$ cat src/rtl/irq_pkg.sv
package irq_pkg;
  localparam int IRQ_NUM_DEF = 8;
  localparam int IRQ_CNT_W_DEF = 32;

  function automatic bit idx_legal(input int unsigned idx, input int unsigned num);
    return idx < num;
  endfunction
endpackage

$ cat src/rtl/irq_timer.sv
module irq_timer #(
  parameter int CNT_W = irq_pkg::IRQ_CNT_W_DEF
) (
  input  logic             clk,
  input  logic             rst,
  input  logic             cnt_run,
  input  logic             cnt_wr,
  input  logic [CNT_W-1:0] cnt_wdata,
  input  logic             cmp_wr,
  input  logic [CNT_W-1:0] cmp_wdata,
  output logic             hit
);
  logic [CNT_W-1:0] cnt_q;
  logic [CNT_W-1:0] cmp_q;

  always_ff @(posedge clk) begin
    if (rst) begin
      cnt_q <= '0;
      cmp_q <= '0;
    end else begin
      if (cnt_wr)       cnt_q <= cnt_wdata;
      else if (cnt_run) cnt_q <= cnt_q + CNT_W'(1);
      if (cmp_wr)       cmp_q <= cmp_wdata;
    end
  end

  assign hit = (cnt_q == cmp_q) && (cnt_q != '0);
endmodule

$ cat src/rtl/irq_pend_reg.sv
module irq_pend_reg #(
  parameter int NUM_IRQ = irq_pkg::IRQ_NUM_DEF,
  localparam int IDX_W = $clog2(NUM_IRQ) + 1,
  localparam int RT_W  = $clog2(NUM_IRQ)
) (
  input  logic               clk,
  input  logic               rst,
  input  logic               post_vld,
  input  logic [IDX_W-1:0]   post_idx,
  input  logic               clr_vld,
  input  logic [IDX_W-1:0]   clr_idx,
  input  logic               clr_all,
  input  logic               tmr_hit,
  input  logic               tmr_clr,
  input  logic [RT_W-1:0]    tmr_route,
  output logic [NUM_IRQ-1:0] pend_q,
  output logic [NUM_IRQ-1:0] pend_nxt,
  output logic               idx_err
);
  logic bad_post, bad_clr;

  assign bad_post = post_vld && !irq_pkg::idx_legal(32'(post_idx), NUM_IRQ);
  assign bad_clr  = clr_vld  && !irq_pkg::idx_legal(32'(clr_idx), NUM_IRQ);

  for (genvar g = 0; g < NUM_IRQ; g++) begin : g_bit
    logic set_b, clr_b;
    assign set_b = (post_vld && post_idx == IDX_W'(g)) ||
                   (tmr_hit && tmr_route == RT_W'(g));
    assign clr_b = clr_all || (clr_vld && clr_idx == IDX_W'(g)) ||
                   (tmr_clr && tmr_route == RT_W'(g));
    assign pend_nxt[g] = set_b || (pend_q[g] && !clr_b);
  end

  always_ff @(posedge clk) begin
    if (rst) begin
      pend_q  <= '0;
      idx_err <= 1'b0;
    end else begin
      pend_q  <= pend_nxt;
      idx_err <= bad_post || bad_clr;
    end
  end
endmodule

$ cat src/rtl/irq_gate.sv
module irq_gate #(
  parameter int NUM_IRQ = irq_pkg::IRQ_NUM_DEF
) (
  input  logic               clk,
  input  logic               rst,
  input  logic [NUM_IRQ-1:0] pend_nxt,
  input  logic [NUM_IRQ-1:0] irq_mask,
  input  logic               glb_en,
  input  logic               err_lvl,
  input  logic               exc_lvl,
  output logic               irq_req,
  output logic               any_pend
);
  logic allow;
  assign allow = glb_en && !err_lvl && !exc_lvl;

  always_ff @(posedge clk) begin
    if (rst) begin
      irq_req  <= 1'b0;
      any_pend <= 1'b0;
    end else begin
      irq_req  <= allow && |(irq_mask & pend_nxt);
      any_pend <= |pend_nxt;
    end
  end
endmodule

$ cat src/rtl/irq_pend_unit.sv
module irq_pend_unit #(
  parameter int NUM_IRQ = irq_pkg::IRQ_NUM_DEF,
  parameter int CNT_W   = irq_pkg::IRQ_CNT_W_DEF,
  localparam int IDX_W  = $clog2(NUM_IRQ) + 1,
  localparam int RT_W   = $clog2(NUM_IRQ)
) (
  input  logic               clk,
  input  logic               rst,
  input  logic               post_vld,
  input  logic [IDX_W-1:0]   post_idx,
  input  logic               clr_vld,
  input  logic [IDX_W-1:0]   clr_idx,
  input  logic               clr_all,
  input  logic               glb_en,
  input  logic               err_lvl,
  input  logic               exc_lvl,
  input  logic [NUM_IRQ-1:0] irq_mask,
  input  logic               cnt_run,
  input  logic               cnt_wr,
  input  logic [CNT_W-1:0]   cnt_wdata,
  input  logic               cmp_wr,
  input  logic [CNT_W-1:0]   cmp_wdata,
  input  logic [RT_W-1:0]    tmr_route,
  output logic [NUM_IRQ-1:0] pend,
  output logic               irq_req,
  output logic               any_pend,
  output logic               idx_err
);
  logic               tmr_hit;
  logic [NUM_IRQ-1:0] pend_nxt;

  irq_timer #(.CNT_W(CNT_W)) u_timer (
    .clk(clk), .rst(rst), .cnt_run(cnt_run), .cnt_wr(cnt_wr),
    .cnt_wdata(cnt_wdata), .cmp_wr(cmp_wr), .cmp_wdata(cmp_wdata),
    .hit(tmr_hit)
  );

  irq_pend_reg #(.NUM_IRQ(NUM_IRQ)) u_pend (
    .clk(clk), .rst(rst), .post_vld(post_vld), .post_idx(post_idx),
    .clr_vld(clr_vld), .clr_idx(clr_idx), .clr_all(clr_all),
    .tmr_hit(tmr_hit), .tmr_clr(cmp_wr), .tmr_route(tmr_route),
    .pend_q(pend), .pend_nxt(pend_nxt), .idx_err(idx_err)
  );

  irq_gate #(.NUM_IRQ(NUM_IRQ)) u_gate (
    .clk(clk), .rst(rst), .pend_nxt(pend_nxt), .irq_mask(irq_mask),
    .glb_en(glb_en), .err_lvl(err_lvl), .exc_lvl(exc_lvl),
    .irq_req(irq_req), .any_pend(any_pend)
  );
endmodule

$ cat config.mk
export PLATFORM = sky130hd
export DESIGN_NAME = irq_pend_unit
export DESIGN_NICKNAME = d
export VERILOG_FILES = /design/src/rtl/irq_pkg.sv /design/src/rtl/irq_timer.sv /design/src/rtl/irq_pend_reg.sv /design/src/rtl/irq_gate.sv /design/src/rtl/irq_pend_unit.sv
export SDC_FILE = /design/constraint.sdc
export NUM_CORES = 1
export LEC_CHECK = 0
export BUFFER_PORTS_ARGS = -buffer_cell sky130_fd_sc_hd__buf_2
export CAP_MARGIN = 0
export CORE_MARGIN = 4
export CORE_UTILIZATION = 54
export CTS_CLUSTER_DIAMETER = 30
export DETAILED_ROUTE_END_ITERATION = 8
export HOLD_SLACK_MARGIN = 0.03
export PLACE_DENSITY = 0.81
export SLEW_MARGIN = 30
export SYNTH_ARGS = -nofsm -noshare
export SYNTH_HDL_FRONTEND = slang
export SYNTH_SLANG_ARGS = --single-unit
export TNS_END_PERCENT = 1
$ cat constraint.sdc
create_clock -name clk -period 2.28 [get_ports clk]
set_clock_uncertainty 0.15 [all_clocks]
set_input_delay 0.456 -clock clk [delete_from_list [all_inputs] [get_ports clk]]
set_output_delay 0.456 -clock clk [all_outputs]
set_load 0.01 [all_outputs]
==> metrics.txt, run 1 <==
status=completed; clk slew on worst S/H paths=90 ps; hold buffers post-CTS=0; Crit Reg-Reg Startpoint=u_timer.cnt_q[30]$_SDFFE_PP0P_; port bufs=approximately 100; total grt overflow=0; Hold Path End=u_timer.cmp_q[9]$_SDFFE_PP0P_; CP max-delay cell=dfxtp_1; FMAX=approximately 470 MHz; Ant. Diodes=0; crit-path most repeated cell=buf_4; die area=9543 um2; first-pass GRT wire length=19400 um; syn_nets=576; Critical Path RT=between 2000 and 2500 ps; Final HPWL DP=9255 um; most common cell after layout, fill and taps aside=buf_2; CTS buffer count=9; routed vias/inst=5.742; flops & latches, synth=75; WL final=12040 um; initial antenna violation count=0; Final Hold Viols=0; worst path bufs/invs=2; Critical Path Fanout Max=9; Main synth FF type=dfxtp_1; worst vdd ir=0.2923 mV; r2r setup slk=150 ps; H-tree levels=3; TritonCTS Sinks=75; delay-heaviest family, CP=simple AND/OR/NAND/NOR gates; Post-synth EDFFs=0; Yosys cell types=64; Post-Synthesis Cells=480; hold depth=3; Synth Cell Area=~4300 um2; via count=3968; min-delay src=cmp_wdata[9]; row count=32; Antenna Nets Post-Route=0; Worst-Margin Slew=558.4 ps; number of max-cap violations=0; Arr. time, crit path=2220 ps; Setup TNS=0 ps; die width=97.69 um; area grow syn2layout=21.28%; Leak=0.002109 uW; Setup Crit Path Kind=reg2reg; FFs w/ async S/R, synth=0; pin count of the biggest net entering global routing=33; gp weighted congestion=around 1.0; slowest stage delay, CP=370 ps; die height=97.69 um; worst-case reg-to-reg path depth=7; Initial Utilization=0.5593; share of cells above drive strength 1=0.3039; commonest cells after routing, fill and taps aside=buf_2, nor2_1, dfxtp_1, xnor2_1, mux2i_1; RR Endpoint=u_pend.pend_q[0]$_SDFF_PP0_; DRC viols=0; average wire per standard cell=17.42 um; Final setup viols=0; Crit. Startpoint=u_timer.cnt_q[30]$_SDFFE_PP0P_; NumNets Final=680; fin crit period=2126 ps; drt pass-1 iters=4; syn_area_per_cell=9.050 um2; Iter 0 DRT Violations=189; clock root buffer=clkbuf_8; pre-CTS setup slack=-23.54 ps; PD cells=611.7 nW/um2; part of the cycle the worst path needs=0.9322; worst skew pair latency=350 ps; io pins=105; Tightest Hold Check Type=in2reg; placeable core area=approximately 7800 um2; sequential element share of the synthesized area=0.3456; critical path cell sequence=xnor2_1, nand4_1, nor4_1, buf_4, nand3_1, buf_4, o32ai_1; vias in the first global route=about 3.9k; Final WS setup=154.5 ps; CTS tree=yes; Fillers=~640; RSZ-0062 raised after global routing=no; Worst setup EP type=flop; clk buf depth=2; crit start category=flop; relative slew slack=0.6277; gr usage total=0.2514; Ys Warns=0; Max Slew Vio Count=0
-- kinds of logic after synthesis --
family          Yosys count  share of synthesized area
simple gates            190                     0.2583
flops                    75                     0.3456
compound gates           67                     0.1207
xor+xnor                 60                     0.1210
buf+inv                  46                    0.04752
mux                      39                    0.09879
fa+ha+maj                 3                   0.008064
-- final cells by class --
type,count,area [um2],share of cell area
timing repair buffer,126,710.7,0.1349
clock inverter,6,112.6,0.02137
clock buffer,10,127.6,0.02422
inverter,13,48.80,0.009261
multi-input combinational,359,2636,0.5004
tap,102,127.6,0.02422
sequential,75,1505,0.2857
-- cells in the mapped netlist, types with 3 or more instances --
master | instances | share of area
a21oi_1 | 7 | 0.0081
dfxtp_1 | 75 | 0.35
and3_1 | 4 | 0.0058
nand2_1 | 15 | 0.013
mux2i_1 | 35 | 0.081
buf_6 | 3 | 0.0078
buf_1 | 4 | 0.0035
nor2_1 | 74 | 0.064
o2111ai_1 | 3 | 0.0060
nor4_2 | 8 | 0.023
xor2_1 | 7 | 0.014
nor3_1 | 3 | 0.0035
clkbuf_1 | 19 | 0.016
nand2b_1 | 5 | 0.0072
xnor2_1 | 53 | 0.11
nor4_1 | 9 | 0.013
or3_1 | 3 | 0.0043
nor3_2 | 5 | 0.012
or2_2 | 3 | 0.0043
mux4_2 | 3 | 0.016
o32ai_1 | 8 | 0.016
inv_1 | 12 | 0.010
nor2b_1 | 10 | 0.014
o221a_2 | 4 | 0.010
a211oi_1 | 23 | 0.040
nand3_1 | 13 | 0.015
nand4_1 | 14 | 0.020
buf_2 | 6 | 0.0069
and4_1 | 4 | 0.0081
-- sequential cells by signal, summed over array words and instances (netlist names) --
| signal | flops |
|---|---|
| u_gate.irq_req | 1 |
| u_gate.any_pend | 1 |
| u_timer.cnt_q | 32 |
| u_pend.pend_q | 8 |
| u_pend.idx_err | 1 |
| u_timer.cmp_q | 32 |
-- what timing repair did --
item	in CTS	in global routing
buffers inserted	0	2
setup endpoints to repair	0	6
gates resized for setup	0	3
-- worst max path at each step --
| stage | endpoint | slack (ps) | cells after the start |
|---|---|---|---|
| 2_1_floorplan | u_gate.irq_req$_SDFF_PP0_ | 200 | 5 |
| 6_report | u_pend.pend_q[0]$_SDFF_PP0_ | 150 | 7 |
| 3_3_place_gp | u_gate.irq_req$_SDFF_PP0_ | 2 | 6 |
| 3_5_place_dp | u_gate.irq_req$_SDFF_PP0_ | -20 | 6 |
| 5_1_grt | u_timer.cnt_q[29]$_SDFFE_PP0P_ | 10 | 6 |
| 4_1_cts | u_timer.cnt_q[29]$_SDFFE_PP0P_ | 50 | 5 |
-- per-stage QoR --
| step | util | instance area, um2 | hold WS, ps | power, uW | std cells |
|---|---|---|---|---|---|
| after floorplan | - | 4344 | 331.8 | 1794 | 480 |
| after global placement | 0.6434 | 4997 | 348.5 | 1989 | 673 |
| final | 0.6783 | 5269 | 180.7 | 3223 | 691 |
| after global routing | 0.6783 | 5269 | 183.8 | 3361 | 691 |
| after detailed placement | 0.6434 | 4997 | 356.4 | 2003 | 673 |
| after CTS | 0.6743 | 5238 | 173.4 | 3236 | 689 |
-- per-layer routing --
metal | share of wire | global-route usage | wire length, um
met5 | 0 | 0 | 0
met4 | 0.023 | 0.08946 | 279
met3 | 0.072 | 0.06102 | 866
met2 | 0.47 | 0.4070 | 5616
met1 | 0.44 | 0.3258 | 5273
-- where the power goes --
group	internal [uW]	switching [uW]
Combinational	249	254
Sequential	1390	89.4
Clock	732	512
Total	2370	855
-- worst min-delay path: cells and delay by family --
family	cells	cell delay [ps]
simple gates	1	70
mux	1	50
buf+inv	1	70
(Power assumes the default switching activity.)
==> inputs of run 2 (changes only) <==
- MAX_ROUTING_LAYER: unset -> met4
==> run 2 against run 1 <==
  * Register-to-register slack hardly changed
  * Sequential power hardly changed
  * First-iteration DRC count is 15% lower
  * Final area is 0.86% higher
  * Worst setup slack better by 3.5 ps
  * Wire length is 3.3% higher
==> metrics.txt, run 2 (synthesized netlist as in run 1, its figures left out) <==
RSZ-0062 raised after global routing=yes; CP max-delay cell=dfxtp_1; internal power=2259 uW (-4.6%); Worst setup EP type=flop; NumNets Final=689 (+1.3%); Placed Area=5040 um2 (+0.85%); initial antenna violation count=0 (unchanged); critical path cell sequence=xnor2_1, nand4_1, nor4_1, nand3_1, buf_4, o32ai_1; Critical Path Fanout Max=9 (unchanged); die height=97.69 um (unchanged); cell area after layout=5314 um2 (+0.86%); commonest cells after routing, fill and taps aside=buf_2, nor2_1, dfxtp_1, xnor2_1, mux2i_1; Critical Path RT=2390 ps (about the same); first-pass GRT wire length=19720 um (+1.7%); number of max-cap violations=0 (unchanged); Non-Filler Instances=699 (+1.2%); die width=97.69 um (unchanged); Final HPWL DP=9426 um (+1.9%); Final setup viols=0 (unchanged); Design Power=3121 uW (-3.2%); Antenna Nets Post-Route=0 (unchanged); gp weighted congestion=0.9516 (-5.5%); pre-CTS setup slack=-5.736 ps (+17.80 ps); sw power=861.9 uW (+0.82%); crit start category=flop; CTS buffer count=9 (unchanged); H-tree levels=3 (unchanged); TritonCTS Sinks=75 (unchanged); placeable core area=7767 um2 (unchanged); vias in the first global route=4012 (+4.0%); pin count of the biggest net entering global routing=57 (+73%); routed vias/inst=5.811 (+1.2%); via count=4062 (+2.4%); die area=9543 um2 (unchanged); most common cell after layout, fill and taps aside=buf_2; sw frac=0.2762 (+0.01096); PD cells=587.2 nW/um2 (-4.0%); Tightest Hold Check Type=in2reg; Iter 0 DRT Violations=161 (-15%); CTS tree=yes; row count=32 (unchanged); DRC viols=0 (unchanged); Initial Utilization=0.5593 (unchanged); share of cells above drive strength 1=0.3183 (+0.01435); io pins=105 (unchanged); Arr. time, crit path=2230 ps (about the same); average wire per standard cell=17.79 um (+2.2%); Inst Count DP=677 (+0.59%); clk slew on worst S/H paths=90 ps (about the same); Final Hold Viols=0 (unchanged); logic gate share of total power=0.166 (+0.010); Reg power frac=0.473 (+0.015); Leak=0.002139 uW (+1.4%); drt pass-1 iters=6 (+2); Final WS setup=158.0 ps (+3.497 ps); gr usage total=0.2650 (+0.01365); relative slew slack=0.6888 (+0.06111); status=completed; worst vdd ir=0.4311 mV (+47%); slowest stage delay, CP=450 ps (+80 ps); FMAX=471.2 MHz (+0.16%); Largest regs=u_timer.cmp_q x32, u_timer.cnt_q x32, u_pend.pend_q x8; Max Slew Vio Count=0 (unchanged); worst skew pair latency=360 ps (about the same); port bufs=104 (unchanged); part of the cycle the worst path needs=0.9307 (-0.001534); WL final=12440 um (+3.3%); area grow syn2layout=22.32%; fin crit period=2122 ps (-3.497 ps); clk buf depth=2 (unchanged); clock root buffer=clkbuf_8; Final Hold Slack=177.4 ps (-3.275 ps); total grt overflow=0 (unchanged); Ant. Diodes=0 (unchanged); Worst-Margin Slew=462.5 ps (-95.93 ps); Clock Power Share=0.361 (-0.025); Setup Crit Path Kind=reg2reg
[run 2: cell types whose count changed in the layout (fill, tap and decap cells not counted)]
cell and change:
clkinv_4 +2, buf_4 +9, dfxtp_2 +2, bufinv_16 -1, clkbuf_1 -1, dfxtp_1 -2
inv_6 -1
[run 2: layout make-up]
cell class / count / area, um2
multi-input combinational: 359 / 2636
fill: 651 / 2454
sequential: 75 / 1508
timing repair buffer: 135 / 778.2
tap: 102 / 127.6
clock buffer: 9 / 123.9
clock inverter: 6 / 91.34
inverter: 13 / 48.80
[run 2: worst paths after layout]
| check | startpoint | to | slack [ps] | cells past startpoint |
|---|---|---|---|---|
| setup / recovery | u_timer.cnt_q[6]$_SDFFE_PP0P_ | u_pend.pend_q[0]$_SDFF_PP0_ | 160 | 6 |
| hold / removal | cmp_wdata[15] | u_timer.cmp_q[15]$_SDFFE_PP0P_ | 180 | 3 |
| setup reg to reg | u_timer.cnt_q[6]$_SDFFE_PP0P_ | u_pend.pend_q[0]$_SDFF_PP0_ | 160 | 6 |
| hold reg to reg | u_timer.cmp_q[31]$_SDFFE_PP0P_ | u_timer.cmp_q[31]$_SDFFE_PP0P_ | 380 | 2 |
[run 2: timing repair]
action | CTS | global route
hold buffers | 0 | 0
setup buffers | 0 | 7
setup endpoints to repair | 0 | 10
gates resized for setup | 0 | 5
[run 2: worst max-delay path: cells and delay by family, from the launching register on]
family          cells  cell delay (ps)
flops               1              450
compound gates      1              290
xor+xnor            1              190
buf+inv             1              190
simple gates        3              740
[run 2: per-stage QoR]
step	util	TNS, ps
4_1_cts	0.6765	0
6_report	0.6841	0
2_1_floorplan	-	0
3_3_place_gp	0.6488	0
3_5_place_dp	0.6488	-5.736
5_1_grt	0.6841	-4.002
[run 2: power groups by stage]
stage                     sequential [uW]  combinational [uW]  clock [uW]
after floorplan                      1480                 316           0
after global placement               1500                 503           0
after detailed placement             1500                 510           0
after CTS                            1470                 515        1150
after global routing                 1480                 565        1190
final                                1480                 517        1130
[run 2: routing by layer]
layer | wire length, um | track usage | vias up
met2 | 5892 | 0.4259 | 185
met3 | 965 | 0.05456 | 34
met4 | 380 | 0.1118 | 0
met5 | 0 | - | -
li1 | - | - | 1961
met1 | 5199 | 0.3234 | 1882
==> inputs of run 3 (changes only) <==
- PLACE_DENSITY: 0.81 -> 0.8
==> run 3 against run 2 <==
  * Largest power group unchanged
  * Largest cell class unchanged
  * Maximum frequency increased by 2.5%
  * Final cell count shrank 0.86%
  * Register-to-register slack improved by 50 ps
  * Critical path depth grew 1
  * Clock power fell by 9.7%
  * Sequential share of layout area rose by 0.23 points
  * First-iteration DRC count up 16%
  * Highest routed layer unchanged
  * Die area stayed put
==> metrics.txt, run 3 (synthesized netlist as in run 1, its figures left out) <==
Final setup viols=0 (unchanged); most common cell after layout, fill and taps aside=buf_2; Max Slew Vio Count=0 (unchanged); first-pass GRT wire length=19710 um (about the same); Final Hold Viols=0 (unchanged); Critical Path Fanout Max=6 (-3); port bufs=104 (unchanged); final core occ=0.6775 (-0.006604); WL final=12050 um (-3.2%); Ant. Diodes=0 (unchanged); die height=97.69 um (unchanged); row count=32 (unchanged); part of the cycle the worst path needs=0.9084 (-0.02233); Placed Area=5020 um2 (-0.40%); Antenna Nets Post-Route=0 (unchanged); placeable core area=7767 um2 (unchanged); Tightest Hold Check Type=in2reg; cell area after layout=5263 um2 (-0.97%); CTS buffer count=9 (unchanged); H-tree levels=3 (unchanged); Iter 0 DRT Violations=187 (+16%); TritonCTS Sinks=75 (unchanged); io pins=105 (unchanged); hold buffers post-CTS=0 (unchanged); CP max-delay cell=dfxtp_2; crit start category=flop; Setup TNS=0 ps (unchanged); worst path bufs/invs=1 (unchanged); Arr. time, crit path=2180 ps (-50 ps); Leak=0.002103 uW (-1.7%); PD cells=572.2 nW/um2 (-2.6%); relative slew slack=0.6161 (-0.07276); NumNets Final=682 (-1.0%); RSZ-0062 raised after global routing=no; Initial Utilization=0.5593 (unchanged); status=completed; clock root buffer=clkbuf_8; Worst setup EP type=flop; area grow syn2layout=21.14%; pre-CTS setup slack=13.76 ps (+19.50 ps); DRC viols=0 (unchanged); CTS tree=yes; routed vias/inst=5.811 (about the same); Critical Path RT=2390 ps (about the same); slowest stage delay, CP=400 ps (-50 ps); die area=9543 um2 (unchanged); Setup Crit Path Kind=reg2reg; vias in the first global route=3968 (-1.1%); clk slew on worst S/H paths=80 ps (about the same); share of cells above drive strength 1=0.3130 (-0.005229); initial antenna violation count=0 (unchanged); worst vdd ir=0.4416 mV (+2.4%); Worst-Margin Slew=575.9 ps (+113.4 ps); Final WS setup=208.9 ps (+50.92 ps); Largest regs=u_timer.cmp_q x32, u_timer.cnt_q x32, u_pend.pend_q x8; via count=4027 (-0.86%); average wire per standard cell=17.38 um (-2.3%); clk buf depth=2 (unchanged); gr usage total=0.2626 (-0.002427); gp weighted congestion=0.9741 (+2.4%); critical path cell sequence=ha_1, nand2_1, or3_1, buf_4, nor4_2, xnor2_1, a211oi_1; delay-heaviest family, CP=simple AND/OR/NAND/NOR gates; commonest cells after routing, fill and taps aside=buf_2, nor2_1, dfxtp_1, xnor2_1, mux2i_1; number of max-cap violations=0 (unchanged); fin crit period=2071 ps (-50.92 ps); drt pass-1 iters=5 (-1); Design Power=3011 uW (-3.5%); total grt overflow=0 (unchanged); worst skew pair latency=350 ps (about the same); pin count of the biggest net entering global routing=41 (-28%); r2r setup slk=210 ps (+50 ps); FMAX=482.8 MHz (+2.5%); Final HPWL DP=9161 um (-2.8%); Fillers=657 (+0.92%); die width=97.69 um (unchanged)
==> run 3: changes by cell type in the layout (fill, tap and decap cells not counted), moves of 2 or more <==
cell	previous run	this run
buf_4	29	22
clkinv_4	3	1
dfxtp_1	70	72
dfxtp_2	5	3
==> run 3: layer usage <==
layer / vias to the layer above / routed length [um] / GRT usage
met4: 0 / 337 / 0.1022
met2: 146 / 5580 / 0.4096
met5: - / 0 / -
met3: 27 / 785 / 0.05815
li1: 1948 / - / -
met1: 1906 / 5341 / 0.3320
==> run 3: final cells by class <==
type | count | area [um2] | area share
multi-input cells | 359 | 2663 | 0.5059
flip-flops and latches | 75 | 1505 | 0.2860
repair buffers | 128 | 725.7 | 0.1379
clock buffers | 10 | 127.6 | 0.02425
well taps | 102 | 127.6 | 0.02425
clock inverters | 6 | 65.06 | 0.01236
inverters | 13 | 48.80 | 0.009272
==> run 3: power breakdown <==
part / switching [uW] / leakage, uW / internal, uW
registers: 87.1 / 0.000620 / 1390
logic: 261 / 0.00139 / 257
clock network: 511 / 0.0000966 / 508
==> run 3: worst paths after layout <==
path                                                      from  cells after the start                              to
worst min-delay path                              cmp_wdata[9]                      3   u_timer.cmp_q[9]$_SDFFE_PP0P_
worst min register to register  u_timer.cmp_q[20]$_SDFFE_PP0P_                      2  u_timer.cmp_q[20]$_SDFFE_PP0P_
worst max-delay path             u_timer.cnt_q[0]$_SDFFE_PP0P_                      7  u_timer.cnt_q[26]$_SDFFE_PP0P_
worst max register to register   u_timer.cnt_q[0]$_SDFFE_PP0P_                      7  u_timer.cnt_q[26]$_SDFFE_PP0P_
==> run 3: through the flow <==
stage / hold WS (ps) / instances
floorplan: 331.8 / 480
global placement: 350.1 / 676
detailed placement: 363.1 / 676
CTS: 172.0 / 692
global route: 176.6 / 693
finish: 183.0 / 693
==> run 3: repair_timing <==
item,4_1_cts,5_1_grt
resized for setup,0,7
endpoints found under the setup margin,0,12
buffers inserted,0,1
==> run 3: worst register-to-register path, delay by kind of cell (launching register included) <==
family	cells	cell delay, ps
AO/OA/AOI/OAI	1	250
XOR/XNOR	1	120
adder cells (fa/ha/maj)	1	210
buffers and inverters	1	180
flip-flops	1	400
AND/OR/NAND/NOR	3	660
